==> src/rtl/sseg_pkg.sv <==
package sseg_pkg;
    localparam int SEG_W   = 7;
    localparam int NUM_DIG = 4;
    localparam int VAL_W   = 4;
    localparam int POS_W   = $clog2(NUM_DIG);

    typedef logic [SEG_W-1:0]   seg_t;
    typedef logic [NUM_DIG-1:0] sel_t;
    typedef logic [POS_W-1:0]   pos_t;
    typedef logic [VAL_W-1:0]   val_t;

    localparam seg_t SEG_BLANK = '1;
    localparam sel_t SEL_NONE  = '1;
    localparam pos_t POS_LAST  = pos_t'(NUM_DIG - 1);

    typedef struct packed {
        logic started;
        pos_t pos;
        seg_t seg;
        sel_t sel;
    } drv_state_t;

    // Active-low one-hot select; position 0 is the leftmost (MSB) digit.
    function automatic sel_t sel_for(input pos_t p);
        sel_t onehot;
        onehot = '0;
        onehot[NUM_DIG-1-int'(p)] = 1'b1;
        return ~onehot;
    endfunction
endpackage

==> src/rtl/sseg_hex_decode.sv <==
module sseg_hex_decode
    import sseg_pkg::*;
(
    input  val_t value_i,
    output seg_t seg_o
);
    // Active-low patterns, bit 6 = g ... bit 0 = a.
    always_comb begin
        unique case (value_i)
            4'h0: seg_o = 7'h40;
            4'h1: seg_o = 7'h79;
            4'h2: seg_o = 7'h24;
            4'h3: seg_o = 7'h30;
            4'h4: seg_o = 7'h19;
            4'h5: seg_o = 7'h12;
            4'h6: seg_o = 7'h02;
            4'h7: seg_o = 7'h78;
            4'h8: seg_o = 7'h00;
            4'h9: seg_o = 7'h10;
            4'hA: seg_o = 7'h08;
            4'hB: seg_o = 7'h03;
            4'hC: seg_o = 7'h46;
            4'hD: seg_o = 7'h21;
            4'hE: seg_o = 7'h06;
            default: seg_o = 7'h0E;
        endcase
    end
endmodule

==> src/rtl/sseg_msg_glyph.sv <==
module sseg_msg_glyph
    import sseg_pkg::*;
(
    input  pos_t pos_i,
    output seg_t seg_o
);
    // Letters of the fixed word, leftmost first.
    always_comb begin
        unique case (pos_i)
            2'd0: seg_o = 7'h0E;   // F
            2'd1: seg_o = 7'h08;   // A
            2'd2: seg_o = 7'h79;   // I
            default: seg_o = 7'h47; // L
        endcase
    end
endmodule

==> src/rtl/sseg_dual_driver.sv <==
module sseg_dual_driver
    import sseg_pkg::*;
(
    input  logic       clk_i,
    input  logic       rst_i,
    input  logic       tick_i,
    input  logic       fail_i,
    input  logic [3:0] value_i,
    output logic [6:0] seg_o,
    output logic [3:0] sel_o
);
    drv_state_t st_d, st_q;
    seg_t       hex_seg;
    seg_t       msg_seg;

    sseg_hex_decode u_hex (
        .value_i (value_i),
        .seg_o   (hex_seg)
    );

    sseg_msg_glyph u_msg (
        .pos_i (st_q.pos),
        .seg_o (msg_seg)
    );

    // Single next-state process: both modes feed the same registers.
    always_comb begin
        st_d = st_q;
        if (fail_i) begin
            if (tick_i) begin
                st_d.started = 1'b1;
                st_d.seg     = msg_seg;
                st_d.sel     = sel_for(st_q.pos);
                st_d.pos     = (st_q.pos == POS_LAST) ? '0 : st_q.pos + pos_t'(1);
            end
        end else begin
            st_d.pos = '0;
            if (tick_i || st_q.started) begin
                st_d.started = 1'b1;
                st_d.seg     = hex_seg;
                st_d.sel     = sel_for('0);
            end
        end
    end

    always_ff @(posedge clk_i) begin
        if (rst_i) begin
            st_q <= '{started: 1'b0, pos: '0, seg: SEG_BLANK, sel: SEL_NONE};
        end else begin
            st_q <= st_d;
        end
    end

    assign seg_o = st_q.seg;
    assign sel_o = st_q.sel;
endmodule

==> config.mk <==
export PLATFORM = sky130hd
export DESIGN_NAME = sseg_dual_driver
export DESIGN_NICKNAME = d
export VERILOG_FILES = /design/src/rtl/sseg_pkg.sv /design/src/rtl/sseg_hex_decode.sv /design/src/rtl/sseg_msg_glyph.sv /design/src/rtl/sseg_dual_driver.sv
export SDC_FILE = /design/constraint.sdc
export NUM_CORES = 1
export LEC_CHECK = 0
export BUFFER_PORTS_ARGS = -buffer_cell sky130_fd_sc_hd__buf_2
export CORE_UTILIZATION = 53
export DETAILED_ROUTE_END_ITERATION = 7
export PLACE_DENSITY = 0.77
export SYNTH_ARGS = -nofsm -noshare
export SYNTH_HDL_FRONTEND = slang
export SYNTH_SLANG_ARGS = --single-unit
==> constraint.sdc <==
create_clock -name clk_i -period 2.08 [get_ports clk_i]
set_clock_uncertainty 0.15 [all_clocks]
set_input_delay 0.104 -clock clk_i [delete_from_list [all_inputs] [get_ports clk_i]]
set_output_delay 0.104 -clock clk_i [all_outputs]
set_load 0.05 [all_outputs]
==> flow_summary_export.csv, run 1 <==
group,metric,value,unit
clock_tree,cts_tree,"done",
timing,setup_viol,0,
clock_tree,hold_buffers,0,
clock_tree,cts_max_level,1,
clock_tree,clk_latency,0.27,ns
placed_design,postPlaceCellArea,973,um2
final_layout,stdcell_area,996,um2
route,viasPerCell,5.35,
route,wl,1750,um
final_layout,fin_cells,147,
timing,clock.fmax,0.656,GHz
clock_tree,ctsRootBufferMaster,"clkbuf_4",
synth,syn_nets,137,
floorplan,die_w,44.6,um
final_layout,final_util,58.3,%
flow_run,cap_violations,0,
timing,period_share,73.3,%
global_routing,grt_util_all_layers,20.0,%
floorplan,dieArea,1980,um2
final_layout,insertedDiodeCount,0,
synth,seq_area_frac_synth,29.2,%
route,drcViolationCount,0,
clock_tree,cts_buffers,3,
timing,hold_ws,0.0200,ns
floorplan,die_h,44.6,um
synth,syn_area,960,um2
setup_path,required,2.10,ns
timing,slew_headroom,67.2,%
pwr,p_per_area,607,nW/um2
synth,synth_cell_types,32,
final_layout,seq_area,280,um2
floorplan,fp-row-count,15,
synth,synth_area_per_cell,8.13,um2
clock_tree,ctsResizeCount,0,
timing,worstMarginPinSlew,0.480,ns
setup_path,path_class,"reg -> reg",
synth,yosys_warnings,0,
timing,finalHoldViolations,0,
placed_design,gp_congestion,0.812,
setup_path,r2r_setup_slack,0.56,ns
setup_path,worstReg2RegEnd,"seg_o[6]",
setup_path,r2r-start,"st_q[13]",
timing,fin_crit,1.52,ns
pwr,irDropWorstVdd,0.233,mV
timing,rsz0062_at_grt,"no",
route,final_antenna_net_count,0,
global_routing,grt_overflow,0,
timing,fin_tns_setup,0,ns
floorplan,start_util,56.2,%
synth,ys_ff_latch,14,
pwr,leakagePower,0.450,nW
timing,drv_slew,0,
final_layout,multi_input_comb_area,546,um2
final_layout,final_cell_mix,"18 x buf_2, 14 x dfxtp_1, 13 x nor2_1",
final_layout,final_common_cell,"buf_2",
floorplan,pin_count,19,
final_layout,drive_gt1_share,19.7,%
min_path,min_from,"rst_i",
route,first_pass_iters,6,
clock_tree,clk_pin_slew,0.08,ns
route,wl_per_cell,11.9,um
floorplan,core_area,1710,um2
min_path,holdPathStages,2,
placed_design,dp_hpwl,1300,um
setup_path,cp-end-kind,"flop",
clock_tree,post-cts-setup-buffers,0,
route,drtIter0Drc,18,
setup_path,reg2regPathDepth,4,
global_routing,antenna_found_initial,0,
min_path,hold_class,"in -> reg",
final_layout,fin_nets,143,
global_routing,first_global_vias,636,
global_routing,grt_max_degree,17,
min_path,min_to,"st_q[13]",
setup_path,arrival,1.54,ns
final_layout,area_growth,3.78,%
placed_design,portBuffers,18,
setup_path,crit_fanout,7,
route,vias,786,
setup_path,start_kind,"flop",
run_status,outcome,"completed",
global_routing,grt_pass1_wl,2920,um
clock_tree,cts_buffer_depth,2,
final_layout,fill_cells,164,
clock_tree,cts_sinks,14,
synth,synthCells,118,
placed_design,dp_cells,144,
-- metal layers --
layer  up-vias  global-route usage [%]  wire length, um
met1       348                    29.2              889
met2        24                    29.7              763
met5         -                       0                0
met3         4                    1.22               65
met4         0                    9.09               34
li1        410                       -                -
-- cell usage after synthesis --
cell	n	area (um2)
dfxtp_1	14	280
nor2_1	13	48.8
buf_4	11	82.6
ha_1	11	138
a21oi_1	7	35.0
inv_1	7	26.3
nor3_1	7	35.0
nand2_1	6	22.5
clkbuf_1	4	15.0
mux2i_1	4	40.0
o21ai_0	4	20.0
and3_1	3	18.8
a211o_1	2	17.5
a211oi_1	2	15.0
a31oi_1	2	12.5
buf_2	2	10.0
nand2b_1	2	12.5
o21bai_1	2	15.0
or2_2	2	12.5
a2111oi_0	1	8.76
a311oi_1	1	8.76
a32oi_1	1	8.76
nor2b_1	1	6.26
nor2b_2	1	8.76
nor4_1	1	6.26
o211a_1	1	10.0
o21a_1	1	7.51
o311ai_0	1	8.76
o31a_1	1	8.76
o31ai_1	1	7.51
or2_1	1	6.26
or3_1	1	6.26
-- where the power goes --
part           leakage [nW]  switching (mW)  internal, mW
clock network        0.0138          0.0805        0.0670
registers             0.116         0.00843         0.285
logic                 0.320           0.115        0.0483
total                 0.450           0.204         0.400
-- sequential cells by signal, summed over array words and instances (netlist names) --
name,count
seg_o,7
st_q,3
sel_o,4
-- worst max-delay path, stage by stage (launching register included) --
cell,delay [ns]
dfxtp_1,0.32
nor2b_2,0.17
or2_1,0.33
or3_1,0.35
o31a_1,0.11
-- layout make-up --
type / instances / area share, %
well taps: 25 / 3.14
inverters: 7 / 2.64
multi-input cells: 80 / 54.8
clock buffers: 3 / 2.26
repair buffers: 18 / 9.05
flip-flops and latches: 14 / 28.1
-- logic make-up (layout without fill, tap and decap cells) --
group	Yosys count	count (layout)	synth area share, %
multiplexers	4	4	4.17
buffers and inverters	24	28	14.0
adder cells (fa/ha/maj)	11	11	14.3
AO/OA/AOI/OAI	27	27	19.2
AND/OR/NAND/NOR	38	38	19.2
flip-flops	14	14	29.2
-- stage by stage --
step,worst slack [ns],power [mW]
5_1_grt,0.476,0.645
2_1_floorplan,0.641,0.443
4_1_cts,0.558,0.612
3_5_place_dp,0.579,0.462
6_report,0.556,0.604
3_3_place_gp,0.591,0.459
-- worst max path at each step --
stage | startpoint | endpoint | cells after the start
finish | st_q[13] | seg_o[6] | 4
global route | st_q[11] | seg_o[4] | 5
CTS | st_q[13] | seg_o[6] | 4
detailed placement | value_i[0] | seg_o[4] | 6
global placement | st_q[13] | seg_o[6] | 4
floorplan | st_q[13] | seg_o[6] | 5
No activity file was read; power rests on OpenSTA's default activity.
==> run 2, diff against run 1 <==
Clock period 2.08 ns to 1.5 ns, I/O delays scaled along.
==> flow_summary_export.csv, run 2 (same netlist as run 1, synthesis figures left out) <==
group,metric,value,unit
run_status,outcome,"finished, violations left",
run_status,violations,"negative hold slack",
timing,worstMarginPinSlew,0.376,ns
placed_design,dp_hpwl,1370,um
pwr,p_per_area,817,nW/um2
setup_path,endpoint,"seg_o[5]",
setup_path,path_class,"reg -> reg",
setup_path,r2r_setup_slack,0.06,ns
clock_tree,cts_max_level,1,
final_layout,final_common_cell,"buf_2",
global_routing,grt_util_all_layers,20.5,%
floorplan,pin_count,19,
clock_tree,clk_pin_slew,0.08,ns
timing,rsz0062_at_grt,"no",
final_layout,insertedDiodeCount,0,
setup_path,critPathBufInv,1,
timing,drv_slew,0,
setup_path,slowest_delay,0.38,ns
setup_path,worstReg2RegEnd,"seg_o[5]",
setup_path,r2r-start,"st_q[11]",
placed_design,dp_cells,148,
timing,fin_tns_setup,0,ns
setup_path,slowest_stage,"dfxtp_2",
global_routing,grt_max_degree,17,
clock_tree,cts_buffers,3,
clock_tree,post-cts-setup-buffers,0,
route,wl,1920,um
setup_path,crit_family,"flip-flops",
route,first_pass_iters,4,
timing,hold_ws,-0.00288,ns
pwr,irDropWorstVdd,0.406,mV
final_layout,drive_gt1_share,23.4,%
route,final_antenna_net_count,0,
placed_design,pre_cts_slack,0.0472,ns
pwr,leakagePower,0.480,nW
timing,finalHoldViolations,1,
floorplan,start_util,56.2,%
placed_design,portBuffers,18,
route,drtIter0Drc,21,
floorplan,core_area,1710,um2
clock_tree,ctsRootBufferMaster,"clkbuf_4",
global_routing,grt_overflow,0,
clock_tree,clk_latency,0.28,ns
timing,fin_crit,1.44,ns
min_path,hold_class,"in -> reg",
setup_path,cp_cell_sequence,"inv_1 > ha_1 > and3_1 > a211oi_1 > o31ai_1",
setup_path,setup.worst_path.start,"st_q[11]",
setup_path,reg2regPathDepth,5,
setup_path,arrival,1.46,ns
placed_design,gp_congestion,0.874,
setup_path,required,1.52,ns
setup_path,cp-end-kind,"flop",
final_layout,fin_cells,153,
floorplan,dieArea,1980,um2
route,drcViolationCount,0,
final_layout,largest_reg_flops,7,
final_layout,final_cell_mix,"18 x buf_2, 13 x nor2_1, 13 x dfxtp_1",
timing,period_share,96.3,%
timing,setup_ws,0.0553,ns
clock_tree,cts_sinks,14,
floorplan,fp-row-count,15,
route,viasPerCell,5.50,
setup_path,crit_cells,5,
setup_path,start_kind,"flop",
global_routing,first_global_vias,698,
timing,setup_viol,0,
setup_path,crit_fanout,5,
pwr,total_power,0.861,mW
timing,clock.fmax,0.692,GHz
min_path,min_from,"fail_i",
final_layout,fin_nets,149,
placed_design,postPlaceCellArea,1000,um2
final_layout,area_growth,9.78,%
global_routing,antenna_found_initial,0,
floorplan,die_h,44.6,um
floorplan,die_w,44.6,um
global_routing,grt_pass1_wl,2940,um
timing,slew_headroom,74.3,%
final_layout,stdcell_area,1050,um2
clock_tree,cts_tree,"done",
flow_run,cap_violations,0,
route,wl_per_cell,12.6,um
clock_tree,cts_buffer_depth,2,
route,vias,842,
[run 2: metrics by stage]
stage | util (%) | hold slack, ns
2_1_floorplan | - | 0.0316
3_3_place_gp | 58.8 | 0.262
3_5_place_dp | 58.8 | 0.266
4_1_cts | 61.2 | 0.000314
5_1_grt | 61.7 | 0.0233
6_report | 61.7 | -0.00288
[run 2: worst min path at each step]
stage	end	slack, ns	cells after the start
after floorplan	sel_o[0]	0.03	1
after global placement	st_q[13]	0.26	2
after detailed placement	st_q[13]	0.27	2
after CTS	st_q[12]	0.0003	3
after global routing	st_q[11]	0.02	3
final	st_q[11]	-0.003	3
[run 2: cell type report]
cell class | instances | area, um2
tap | 25 | 31.3
fill | 154 | 654
timing repair buffer | 24 | 140
sequential | 14 | 282
clock buffer | 3 | 22.5
multi-input combinational | 80 | 552
inverter | 7 | 26.3
[run 2: worst reg2reg max path, delay by kind of cell (launching register included)]
kind	cells	cell delay, ns
AND/OR/NAND/NOR	1	0.20
adder cells (fa/ha/maj)	1	0.21
AO/OA/AOI/OAI	2	0.30
buffers and inverters	1	0.07
flip-flops	1	0.38
[run 2: report_power, final]
group / switching, mW / internal (mW) / leakage [nW]
logic: 0.163 / 0.0769 / 0.350
registers: 0.0129 / 0.396 / 0.116
clock network: 0.119 / 0.0933 / 0.0138
[run 2: per-layer routing]
layer	part of all wire, %	wire length [um]	GRT usage (%)
met2	46	875	32.6
met5	0	0	0
met4	4.2	80	15.8
met3	4.6	88	1.22
met1	46	876	25.7
[run 2: timing repair]
action	CTS	global route
setup endpoints to repair	0	5
hold buffers	2	0
gates resized for setup	0	3
hold endpoints to repair	2	0
